## src/rtl/trig_rotor_pkg.sv

```systemverilog
// Shared constants and types for the round-robin trigger distributor.
// Assumes at most 16 modules, so a module index fits in the record field.
package trig_rotor_pkg;

    localparam int IDX_W  = 4;   // module index field width
    localparam int TNUM_W = 16;  // event number width
    localparam int PW_W   = 4;   // pulse width input width

    typedef enum logic {
        KIND_TRIG = 1'b0,
        KIND_CLR  = 1'b1
    } pulse_kind_e;

endpackage

```

## src/rtl/tr_chan.sv

```systemverilog
// One output channel: it drives a trigger or fast-clear pulse of a
// programmable width and holds the module's busy flag.
// Assumes fire_i is a one-cycle strobe. A new fire restarts any pulse.
module tr_chan
    import trig_rotor_pkg::*;
#(
    parameter int PW_W_P = PW_W
) (
    input  logic              clk,
    input  logic              rst_n,
    input  logic              fire_i,
    input  pulse_kind_e       kind_i,
    input  logic [PW_W_P-1:0] width_i,
    input  logic              done_i,
    output logic              trig_o,
    output logic              fclr_o,
    output logic              busy_o,
    output logic              active_o
);

    logic [PW_W_P-1:0] cnt_q;
    pulse_kind_e       kind_q;
    logic              busy_q;
    logic              clr_ending;

    // A fast-clear that ends on this edge releases the module.
    assign clr_ending = (cnt_q == PW_W_P'(1)) && (kind_q == KIND_CLR);

    // Pulse timer, pulse kind and busy flag.
    always_ff @(posedge clk) begin
        if (!rst_n) begin
            cnt_q  <= '0;
            kind_q <= KIND_TRIG;
            busy_q <= 1'b0;
        end else if (fire_i) begin
            cnt_q  <= (width_i == '0) ? PW_W_P'(1) : width_i;
            kind_q <= kind_i;
            busy_q <= 1'b1;
        end else begin
            if (cnt_q != '0) cnt_q <= cnt_q - PW_W_P'(1);
            if (done_i || clr_ending) busy_q <= 1'b0;
        end
    end

    // Output decode from the timer state.
    always_comb begin
        active_o = (cnt_q != '0);
        trig_o   = active_o && (kind_q == KIND_TRIG);
        fclr_o   = active_o && (kind_q == KIND_CLR);
        busy_o   = busy_q;
    end

    p_fire_sets_busy_r3: assert property (@(posedge clk) disable iff (!rst_n)
        fire_i |=> busy_o);

    p_fire_starts_pulse_r2: assert property (@(posedge clk) disable iff (!rst_n)
        fire_i |=> (trig_o || fclr_o));

    p_clear_releases_r4: assert property (@(posedge clk) disable iff (!rst_n)
        (fclr_o && clr_ending && !fire_i) |=> !busy_o);

endmodule

```

## src/rtl/tr_evq.sv

```systemverilog
// Show-ahead synchronous FIFO for per-event records.
// Assumes the caller never pushes while full. The FIFO ignores pops while empty.
module tr_evq #(
    parameter int WIDTH = 29,
    parameter int DEPTH = 8
) (
    input  logic             clk,
    input  logic             rst_n,
    input  logic             push_i,
    input  logic [WIDTH-1:0] data_i,
    input  logic             pop_i,
    output logic [WIDTH-1:0] data_o,
    output logic             empty_o,
    output logic             full_o
);

    localparam int AW = (DEPTH > 1) ? $clog2(DEPTH) : 1;
    localparam int CW = $clog2(DEPTH + 1);

    logic [WIDTH-1:0] mem [DEPTH];
    logic [AW-1:0]    wr_q, rd_q;
    logic [CW-1:0]    cnt_q;
    logic             do_push, do_pop;

    assign empty_o = (cnt_q == '0);
    assign full_o  = (cnt_q == CW'(DEPTH));
    assign do_push = push_i && !full_o;
    assign do_pop  = pop_i && !empty_o;
    assign data_o  = mem[rd_q];

    // Next pointer with wrap for a depth that need not be a power of two.
    function automatic logic [AW-1:0] bump(input logic [AW-1:0] p);
        return (p == AW'(DEPTH - 1)) ? '0 : p + AW'(1);
    endfunction

    // Storage write.
    always_ff @(posedge clk) begin
        if (do_push) mem[wr_q] <= data_i;
    end

    // Pointers and fill level.
    always_ff @(posedge clk) begin
        if (!rst_n) begin
            wr_q  <= '0;
            rd_q  <= '0;
            cnt_q <= '0;
        end else begin
            if (do_push) wr_q <= bump(wr_q);
            if (do_pop)  rd_q <= bump(rd_q);
            cnt_q <= cnt_q + CW'(do_push) - CW'(do_pop);
        end
    end

    p_no_overflow_r7: assert property (@(posedge clk) disable iff (!rst_n)
        !(push_i && full_o));

    p_push_visible_r6: assert property (@(posedge clk) disable iff (!rst_n)
        do_push |=> !empty_o);

endmodule

```

## src/rtl/trig_rotor.sv

```systemverilog
// Round-robin trigger distributor. Accepted L1As are sent to modules
// in rotation. A target that is still busy gets a fast-clear. Dropped
// L1As are counted, and every accepted event is logged to a FIFO.
// Assumes l1a_i is one clock per event and that MODS <= 16.
module trig_rotor
    import trig_rotor_pkg::*;
#(
    parameter int MODS       = 8,
    parameter int FIFO_DEPTH = 8
) (
    input  logic                          clk,
    input  logic                          rst_n,
    input  logic                          l1a_i,
    input  logic [IDX_W:0]                num_mods_i,
    input  logic [PW_W-1:0]               pulse_w_i,
    input  logic [MODS-1:0]               done_i,
    input  logic                          fifo_rd_i,
    output logic [MODS-1:0]               trig_o,
    output logic [MODS-1:0]               fclr_o,
    output logic                          busy_o,
    output logic [TNUM_W-1:0]             rej_cnt_o,
    output logic                          fifo_empty_o,
    output logic [TNUM_W+IDX_W+MODS:0]    fifo_rec_o
);

    localparam int REC_W = TNUM_W + IDX_W + 1 + MODS;
    localparam int NM_W  = IDX_W + 1;

    logic [MODS-1:0]   busy_vec, active_vec, fire_vec;
    logic [IDX_W-1:0]  ptr_q;
    logic [NM_W-1:0]   nm_q, nm_req;
    logic [TNUM_W-1:0] tnum_q, rej_q;
    logic              tgt_lag_q;
    logic              fifo_full, accept, tgt_busy, idle, at_last;
    pulse_kind_e       kind;
    logic [REC_W-1:0]  rec;

    // Hold-off and accept decision.
    assign busy_o   = tgt_lag_q || fifo_full;
    assign accept   = l1a_i && !busy_o;
    assign tgt_busy = busy_vec[ptr_q];
    assign kind     = tgt_busy ? KIND_CLR : KIND_TRIG;
    assign idle     = !(|busy_vec) && !(|active_vec);
    assign at_last  = ({1'b0, ptr_q} + NM_W'(1)) == nm_q;
    assign rec      = {tnum_q, ptr_q, tgt_busy, busy_vec};
    assign rej_cnt_o = rej_q;

    // Clamp the requested module count to the range 1..MODS.
    always_comb begin
        if (num_mods_i == '0)              nm_req = NM_W'(1);
        else if (num_mods_i > NM_W'(MODS)) nm_req = NM_W'(MODS);
        else                               nm_req = num_mods_i;
    end

    // Rotation pointer, module count, event number and lagged target busy.
    always_ff @(posedge clk) begin
        if (!rst_n) begin
            ptr_q     <= '0;
            nm_q      <= NM_W'(1);
            tnum_q    <= '0;
            tgt_lag_q <= 1'b0;
        end else begin
            tgt_lag_q <= tgt_busy;
            if (accept) begin
                ptr_q  <= at_last ? '0 : ptr_q + IDX_W'(1);
                tnum_q <= tnum_q + TNUM_W'(1);
            end else if (idle && (nm_req != nm_q)) begin
                nm_q  <= nm_req;
                ptr_q <= '0;
            end
        end
    end

    // Count L1As dropped while held off.
    always_ff @(posedge clk) begin
        if (!rst_n)                rej_q <= '0;
        else if (l1a_i && busy_o)  rej_q <= rej_q + TNUM_W'(1);
    end

    // One channel per module, fired when the rotation points at it.
    for (genvar k = 0; k < MODS; k++) begin : g_chan
        assign fire_vec[k] = accept && (ptr_q == IDX_W'(k));

        tr_chan #(.PW_W_P(PW_W)) u_chan (
            .clk      (clk),
            .rst_n    (rst_n),
            .fire_i   (fire_vec[k]),
            .kind_i   (kind),
            .width_i  (pulse_w_i),
            .done_i   (done_i[k]),
            .trig_o   (trig_o[k]),
            .fclr_o   (fclr_o[k]),
            .busy_o   (busy_vec[k]),
            .active_o (active_vec[k])
        );
    end

    tr_evq #(.WIDTH(REC_W), .DEPTH(FIFO_DEPTH)) u_evq (
        .clk     (clk),
        .rst_n   (rst_n),
        .push_i  (accept),
        .data_i  (rec),
        .pop_i   (fifo_rd_i),
        .data_o  (fifo_rec_o),
        .empty_o (fifo_empty_o),
        .full_o  (fifo_full)
    );

    p_ptr_in_range_r1: assert property (@(posedge clk) disable iff (!rst_n)
        {1'b0, ptr_q} < nm_q);

    p_count_held_r8: assert property (@(posedge clk) disable iff (!rst_n)
        !idle |=> $stable(nm_q));

    p_reject_counted_r5: assert property (@(posedge clk) disable iff (!rst_n)
        (l1a_i && busy_o) |=> (rej_cnt_o == $past(rej_cnt_o) + TNUM_W'(1)));

    p_reject_no_fire_r5: assert property (@(posedge clk) disable iff (!rst_n)
        busy_o |-> (fire_vec == '0));

    p_one_fire_r1: assert property (@(posedge clk) disable iff (!rst_n)
        $onehot0(fire_vec));

    p_event_numbered_r10: assert property (@(posedge clk) disable iff (!rst_n)
        accept |=> (tnum_q == $past(tnum_q) + TNUM_W'(1)));

endmodule

```

## config.mk

```make
export PLATFORM = sky130hd
export DESIGN_NAME = trig_rotor
export DESIGN_NICKNAME = d
export VERILOG_FILES = /design/src/rtl/trig_rotor_pkg.sv /design/src/rtl/tr_chan.sv /design/src/rtl/tr_evq.sv /design/src/rtl/trig_rotor.sv
export SDC_FILE = /design/constraint.sdc
export NUM_CORES = 1
export LEC_CHECK = 0
export BUFFER_PORTS_ARGS = -buffer_cell sky130_fd_sc_hd__buf_4
export CORE_AREA = 3 3 187 189
export CTS_BUF_LIST = sky130_fd_sc_hd__clkbuf_8
export DETAILED_ROUTE_END_ITERATION = 8
export DIE_AREA = 0 0 190 192
export HOLD_SLACK_MARGIN = 0.1
export SLEW_MARGIN = 10
export SYNTH_ARGS = -nofsm -noshare
export SYNTH_HDL_FRONTEND = slang
export SYNTH_SLANG_ARGS = --single-unit
```

## constraint.sdc

```tcl
create_clock -name clk -period 5.13 [get_ports clk]
set_input_delay 0.513 -clock clk [delete_from_list [all_inputs] [get_ports clk]]
set_output_delay 0.513 -clock clk [all_outputs]
set_load 0.01 [all_outputs]
```

==> results of run 1 <==
[cells in the mapped netlist (all sizes together), types with 21 or more instances]
library cell,number,area share
edfxtp,232,0.48
dfxtp,103,0.14
nand2,69,0.018
mux4,60,0.093
ha,40,0.034
inv,37,0.0095
a21boi,35,0.018
clkbuf,31,0.0087
mux2,31,0.024
buf,30,0.013
nor2,30,0.0077
xnor2,29,0.017
nand3,25,0.0086
and2,23,0.0099
nor2b,21,0.0090
nor3b,21,0.014
[path summary, 6_finish.rpt]
kind | startpoint | cells after the start | slack, ps | endpoint
min | num_mods_i[1] | 3 | 240 | nm_q[1]
max reg2reg | u_evq.cnt_q[2] | 8 | 1980 | u_evq.mem[5][8]
min reg2reg | rej_cnt_o[14] | 2 | 520 | rej_cnt_o[14]
max | register | 4 | 1730 | fifo_rec_o[11]
[layout make-up]
| class | count | area (um^2) |
|---|---|---|
| Clock buffer | 59 | 812 |
| Clock inverter | 42 | 298 |
| Fill cell | 2895 | 16700 |
| Inverter | 38 | 143 |
| Multi-Input combinational cell | 570 | 5160 |
| Sequential cell | 335 | 9030 |
| Tap cell | 448 | 561 |
| Timing Repair Buffer | 98 | 736 |
[registers in the layout (all words and copies together) (netlist names), named ones only]
register	count
ptr_q	4
g_chan.u_chan.cnt_q	32
g_chan.u_chan.kind_q	8
nm_q	5
u_evq.rd_q	3
u_evq.mem	232
u_evq.cnt_q	4
g_chan.u_chan.busy_o	8
tgt_lag_q	1
rej_cnt_o	16
u_evq.wr_q	3
tnum_q	16
[worst max-delay path: cells and delay by family, from the launching register on]
kind / cells / cell delay, ps
buf+inv: 2 / 520
flops: 1 / 1000
mux: 2 / 790
[power breakdown]
part	total (W)	internal [W]	switching, W
registers	0.00338	0.00312	0.000256
logic	0.00188	0.000984	0.000899
clock network	0.00232	0.00127	0.00105
total	0.00758	0.00537	0.00220
[stage by stage]
| step | cell area (um^2) | total power, W | cells | util | hold slack [ps] |
|---|---|---|---|---|---|
| 3_3_place_gp | 15600 | 0.00532 | 1489 | 0.467 | 501 |
| 2_1_floorplan | 14600 | 0.00481 | 1004 | - | 474 |
| 5_1_grt | 16700 | 0.00806 | 1590 | 0.501 | 219 |
| 6_report | 16700 | 0.00758 | 1590 | 0.501 | 238 |
| 4_1_cts | 16700 | 0.00769 | 1590 | 0.501 | 194 |
| 3_5_place_dp | 15600 | 0.00534 | 1489 | 0.467 | 510 |
[routing by layer]
metal | vias to the layer above | track usage
met2 | 196 | 0.264
met4 | 0 | 0.0412
li1 | 3954 | -
met5 | - | 0
met3 | 44 | 0.0316
met1 | 4165 | 0.234
[kinds of logic (layout without fill, tap and decap cells)]
logic type / Yosys count / after routing
DFF: 335 / 335
xor gates and xnor gates: 47 / 47
buffers and inverters: 99 / 237
muxes: 105 / 105
and+or+nand+nor: 271 / 271
adders and majority gates: 41 / 41
AOI/OAI and AO/OA: 106 / 106
==> impl_metrics.tcl, run 1 <==
set metrics [dict create \
    max_freq_mhz 294 \
    io_pins 84 \
    start_util 0.436 \
    rsz0062_at_grt "no" \
    grt_pass1_wl_um 47300 \
    netlist_instances 1004 \
    drv_cap 0 \
    die_h_um 192 \
    hp-class "in -> reg" \
    cts_resized 0 \
    drtIter0Drc 552 \
    grt_pass1_vias 8396 \
    synthFlopType "edfxtp_1" \
    period_share 0.663 \
    antenna_found_initial 0 \
    worstPathArrival_ps 2890 \
    worst_pin_slew_ps 1000 \
    status "complete, no violations" \
    met1_length_um 13900 \
    post_synth_num_cell_types 60 \
    p_leak_nw 6.14 \
    ys_async_sr_fraction 0 \
    endpoint_kind "output pin" \
    vias_per_cell 5.26 \
    synthAdderAreaFrac 0.0357 \
    pwr_density_cell_nw_per_um2 453 \
    crit_path_max_fanout 49 \
    rows 67 \
    cts_buffers 54 \
    nets 1159 \
    grt_max_degree 102 \
    critPathMaxStageDelay_ps 1000 \
    io_buffers 83 \
    cts.hold.buffers_added 0 \
    ys_warn_count 0 \
    areaGrowthSynthToFinish_pct 14.7 \
    synth_area_um2 14600 \
    critPathMostFrequentCell "buf_4" \
    cts.sinks 335 \
    vias 8359 \
    final_layout_size_suffix_gt1_frac 0.260 \
    layout_common_cells "edfxtp_1, dfxtp_1, buf_4" \
    setup_tns_ps 0 \
    htreeDepth 2 \
    clk_pin_slew_ps 60 \
    skew_ps 33.7 \
    cp-start-kind "register" \
    wire_per_inst_um 18.7 \
    cp.required_ps 4620 \
    clk_path_buf_depth 3 \
    report.final.hold_viol_count 0 \
    ys_seq_area_frac 0.619 \
    antenna_cells 0 \
    ys_ff_latch 335 \
    ant_nets 0 \
    peakVddDrop_v 0.000260 \
    core_um2 33400 \
    crit_slowest_cell "dfxtp_4" \
    die_x_um 190 \
    pre_cts_slack_ps 2010 \
    synthMuxAreaShare 0.126 \
    setup_viol 0 \
    topRoutingLayerUsed "met4" \
    clock-root-buffer "clkbuf_8" \
    tritoncts "done" \
    routed_wl_um 29700 \
    drc 0 \
    clk-insertion-delay-late_ps 600 \
    syn_area_per_cell_um2 14.5 \
    wl_met3_um 1490 \
    drv_slew 0 \
    finalWorstSetupSlack_ps 1730 \
    synthSimpleGateAreaFrac 0.104 \
    synth_edf_count 232 \
    synth_top_family_by_area "multiplexers" \
    dieArea_um2 36500 \
    synth_compound_area_frac 0.0558 \
    grtUsageTotal 0.165 \
    slew_headroom 0.330 \
    synth-xor-area-share 0.0282 \
    syn_nets 1066 \
    grt-ovfl-total 0 \
    hpwlAfterDp_um 18000 \
    wl_met2_um 13800 \
    fin_crit_ps 3400 \
    gp_congestion 0.770 \
    critical_path_class "reg -> out" \
    final_common_cell "edfxtp_1" \
    worstPathCellList "buf_4 -> mux4_2 -> mux2_2 -> buf_4" \
    dr.pass1.iters 5 \
    cts_setup_buffers 0 \
]
(Power assumes the default switching activity.)
==> inputs of run 2 (changes only) <==
clock period = 2.9 ns   (was 5.13 ns; I/O delays follow)
==> impl_metrics.tcl, run 2 (synthesis results as in run 1) <==
set metrics [dict create \
    r2r_slack_ps 510 \
    largestRegisters "u_evq.mem (232), g_chan.u_chan.cnt_q (32)" \
    fin_crit_ps 2600 \
    critical_path_class "reg -> out" \
    peakVddDrop_v 0.000450 \
    max_freq_mhz 385 \
    rows 67 \
    vias_per_cell 5.22 \
    core_um2 33400 \
    antenna_found_initial 0 \
    tritoncts "done" \
    ff2ff_path_depth 8 \
    slew_headroom 0.513 \
    grt_pass1_wl_um 48400 \
    period_share 0.896 \
    io_buffers 83 \
    start_util 0.436 \
    p_leak_nw 6.42 \
    endpoint_kind "output pin" \
    drtIter0Drc 455 \
    clk-insertion-delay-late_ps 580 \
    clk_pin_slew_ps 60 \
    nets 1200 \
    regToRegEndpoint "u_evq.mem[6][15]" \
    status "complete, no violations" \
    io_pins 84 \
    grtUsageTotal 0.169 \
    min_from "fifo_rd_i" \
    setup_viol 0 \
    report.final.hold_viol_count 0 \
    htreeDepth 2 \
    ant_nets 0 \
    worst_pin_slew_ps 729 \
    hp-class "in -> reg" \
    grt-ovfl-total 0 \
    hpwlAfterDp_um 18700 \
    routed_wl_um 30100 \
    largest-register "u_evq.mem" \
    drv_slew 0 \
    rsz0062_at_grt "no" \
    pwr_density_cell_nw_per_um2 805 \
    final_common_cell "edfxtp_1" \
    clock-root-buffer "clkbuf_8" \
    crit_path_max_fanout 26 \
    cts_setup_buffers 0 \
    die_x_um 190 \
    worstPathArrival_ps 2310 \
    cp.required_ps 2610 \
    drc 0 \
    setup_tns_ps 0 \
    vias 8490 \
    layout_common_cells "edfxtp_1, buf_4, dfxtp_1" \
    largest_reg_flops 232 \
    clk_path_buf_depth 3 \
    gp_congestion 0.802 \
    areaGrowthSynthToFinish_pct 18.5 \
    min_path_cells 4 \
    grt_pass1_vias 8694 \
    wire_per_inst_um 18.5 \
    cts_buffers 54 \
    grt_max_degree 59 \
    cts.sinks 335 \
    timing.rr.start "u_evq.cnt_q[2]" \
    dr.pass1.iters 5 \
    antenna_cells 0 \
    die_h_um 192 \
    dieArea_um2 36500 \
    skew_ps 23.3 \
    drv_cap 0 \
    hold_slack_ps 179 \
    final_layout_size_suffix_gt1_frac 0.275 \
    cp-start-kind "register" \
]
## run 2: cell count changes in the layout (fill, tap and decap cells not counted), sizes merged
cell	change
clkinv	-14
bufinv	+1
dlygate4sd3	+17
clkbuf	+8
inv	+2
clkinvlp	-1
buf	+24
## run 2: how the worst max path moves through the flow
stage / startpoint / to / slack [ps]
after floorplan: u_evq.cnt_q[2] / u_evq.mem[2][0] / -480
after global placement: u_evq.cnt_q[2] / u_evq.mem[6][11] / 530
after detailed placement: u_evq.cnt_q[2] / u_evq.mem[6][10] / 480
after CTS: register / fifo_rec_o[6] / 230
after global routing: register / fifo_rec_o[6] / 150
final: register / fifo_rec_o[6] / 300
## run 2: worst max-delay path, cell delays in order (launching register included)
cell     delay [ps]
dfxtp_4         450
buf_12          250
mux4_2          540
mux2_2          320
buf_4           160
## run 2: area by class of cell
class	count	area, um^2
well taps	448	561
fillers	2851	16200
repair buffers	139	1160
clock buffers	67	922
inverters	38	143
flip-flops and latches	335	9030
clock inverters	30	262
multi-input cells	570	5220
## run 2: through the flow
stage / worst slack [ps] / instance area, um^2 / cells / total power, W / util
floorplan: -475 / 14700 / 1004 / 0.00851 / -
global placement: 533 / 15900 / 1513 / 0.00965 / 0.477
detailed placement: 484 / 15900 / 1513 / 0.00968 / 0.477
CTS: 232 / 17300 / 1627 / 0.0141 / 0.517
global route: 151 / 17300 / 1627 / 0.0148 / 0.517
finish: 303 / 17300 / 1627 / 0.0139 / 0.517
## run 2: metal layers
metal  track usage  routed length [um]  share of wire  vias to the layer above
met5             0                   0              0                        -
met4        0.0364                 435          0.014                        0
met3        0.0301                1210          0.040                       45
met2         0.277               14400           0.48                      166
met1         0.237               14100           0.47                     4238
li1              -                   -              -                     4041
## run 2: timing repair
item                      CTS  global route
resized for setup           0             0
hold endpoints to repair   52             0
hold buffers               17             0
## run 2: power breakdown
group | internal [W] | total (W) | switching, W | leakage, nW
registers | 0.00552 | 0.00584 | 0.000316 | 3.06
logic | 0.00193 | 0.00373 | 0.00180 | 2.69
clock network | 0.00253 | 0.00435 | 0.00183 | 0.665
==> inputs of run 3 (changes only) <==
CORE_AREA = 3 3 167 169   (was 3 3 187 189)
DIE_AREA = 0 0 170 172   (was 0 0 190 192)
PLACE_DENSITY = 0.75   (was unset)
==> impl_metrics.tcl, run 3 (synthesis results as in run 1) <==
set metrics [dict create \
    rsz0062_at_grt "no" \
    rows 60 \
    largest-register "u_evq.mem" \
    final_cells 1502 \
    p_comb_frac 0.279 \
    vias 8496 \
    worstPathArrival_ps 2320 \
    final_core_util 0.629 \
    io_buffers 83 \
    pwr_density_cell_nw_per_um2 770 \
    period_share 0.899 \
    fin_crit_ps 2610 \
    drv_cap 0 \
    p_total_w 0.0130 \
    cts_resized 0 \
    dieArea_um2 29200 \
    gp_congestion 0.826 \
    die_h_um 172 \
    p_switching_w 0.00375 \
    drc 0 \
    setup_viol 0 \
    clk_path_buf_depth 3 \
    io_pins 84 \
    clk-insertion-delay-late_ps 570 \
    peakVddDrop_v 0.000561 \
    slew_headroom 0.448 \
    clk_pin_slew_ps 60 \
    final_layout_size_suffix_gt1_frac 0.257 \
    nets 1188 \
    worst_pin_slew_ps 820 \
    core_um2 26700 \
    setup_tns_ps 0 \
    drv_slew 0 \
    routed_wl_um 28300 \
    largest_reg_flops 232 \
    cts_buffers 52 \
    areaGrowthSynthToFinish_pct 15.2 \
    report.final.hold_viol_count 0 \
    p_leak_nw 6.23 \
    cts.sinks 335 \
    start_util 0.546 \
    dp_cells 1397 \
    die_x_um 170 \
    hp-class "in -> reg" \
    antenna_cells 0 \
    p_sw_frac 0.289 \
    grt_pass1_vias 8495 \
    cts_setup_buffers 0 \
    clock-root-buffer "clkbuf_8" \
    critical_path_class "reg -> out" \
    crit_path_max_fanout 10 \
    htreeDepth 2 \
    cp.required_ps 2610 \
    dr.pass1.iters 5 \
    pwr-share-seq 0.452 \
    min_from "rst_n" \
    endpoint_kind "output pin" \
    grtUsageTotal 0.198 \
    drtIter0Drc 588 \
    clkPwrFrac 0.269 \
    antenna_found_initial 0 \
    largestRegisters "u_evq.mem (232), g_chan.u_chan.cnt_q (32)" \
    nFillCells 1973 \
    grt-ovfl-total 0 \
    tritoncts "done" \
    intPower_w 0.00921 \
    skew_ps 17.4 \
    cts.hold.buffers_added 16 \
    timing.rr.start "u_evq.cnt_q[2]" \
    max_freq_mhz 384 \
    final_common_cell "edfxtp_1" \
    vias_per_cell 5.66 \
    wire_per_inst_um 18.8 \
    grt_max_degree 67 \
    status "complete, no violations" \
    hpwlAfterDp_um 18000 \
    ant_nets 0 \
    cp-start-kind "register" \
    grt_pass1_wl_um 45700 \
    layout_common_cells "edfxtp_1, buf_4, dfxtp_1" \
]
run 3: cell types whose count changed in the layout (fill, tap and decap cells not counted), sizes merged:
| cell | previous run | this run |
|---|---|---|
| buf | 122 | 113 |
| bufinv | 5 | 0 |
| clkbuf | 67 | 58 |
| clkinv | 9 | 15 |
| dlygate4sd3 | 17 | 16 |
run 3: power by group through the flow:
stage               clock network, W  logic (W)  registers (W)
floorplan                          0    0.00267        0.00585
global placement                   0    0.00357        0.00593
detailed placement                 0    0.00363        0.00596
CTS                          0.00360    0.00367        0.00586
global route                 0.00384    0.00404        0.00592
finish                       0.00349    0.00361        0.00586
run 3: layout make-up:
class	count	area (um^2)	share of cell area
inverters	38	143	0.00848
multi-input cells	570	5210	0.310
repair buffers	129	1080	0.0644
flip-flops and latches	335	9030	0.537
clock inverters	31	124	0.00737
clock buffers	58	798	0.0475
well taps	341	427	0.0254
run 3: final timing paths:
kind | end | slack [ps] | cells past startpoint
worst max-delay path | fifo_rec_o[6] | 290 | 4
worst min-delay path | nm_q[0] | 160 | 2
worst max register to register | u_evq.mem[6][17] | 320 | 8
worst min register to register | rej_cnt_o[14] | 520 | 2
run 3: routing by layer:
metal	wire length (um)	vias to the layer above	share of wire	global-route usage
li1	-	4013	-	-
met1	12800	4241	0.45	0.279
met2	13700	208	0.48	0.328
met3	1450	34	0.051	0.0345
met4	366	0	0.013	0.0476
met5	0	-	0	0
run 3: per-stage QoR:
stage / cell area (um^2) / hold slack [ps] / worst slack, ps
after floorplan: 14700 / 441 / -475
after global placement: 15700 / 485 / 364
after detailed placement: 15700 / 508 / 333
after CTS: 16800 / 132 / 229
after global routing: 16800 / 160 / 147
final: 16800 / 163 / 293
run 3: critical path, stage by stage, from the launching register on:
cell and delay (ps):
dfxtp_4 490, buf_4 290, mux4_2 540, mux2_2 290, buf_4 150
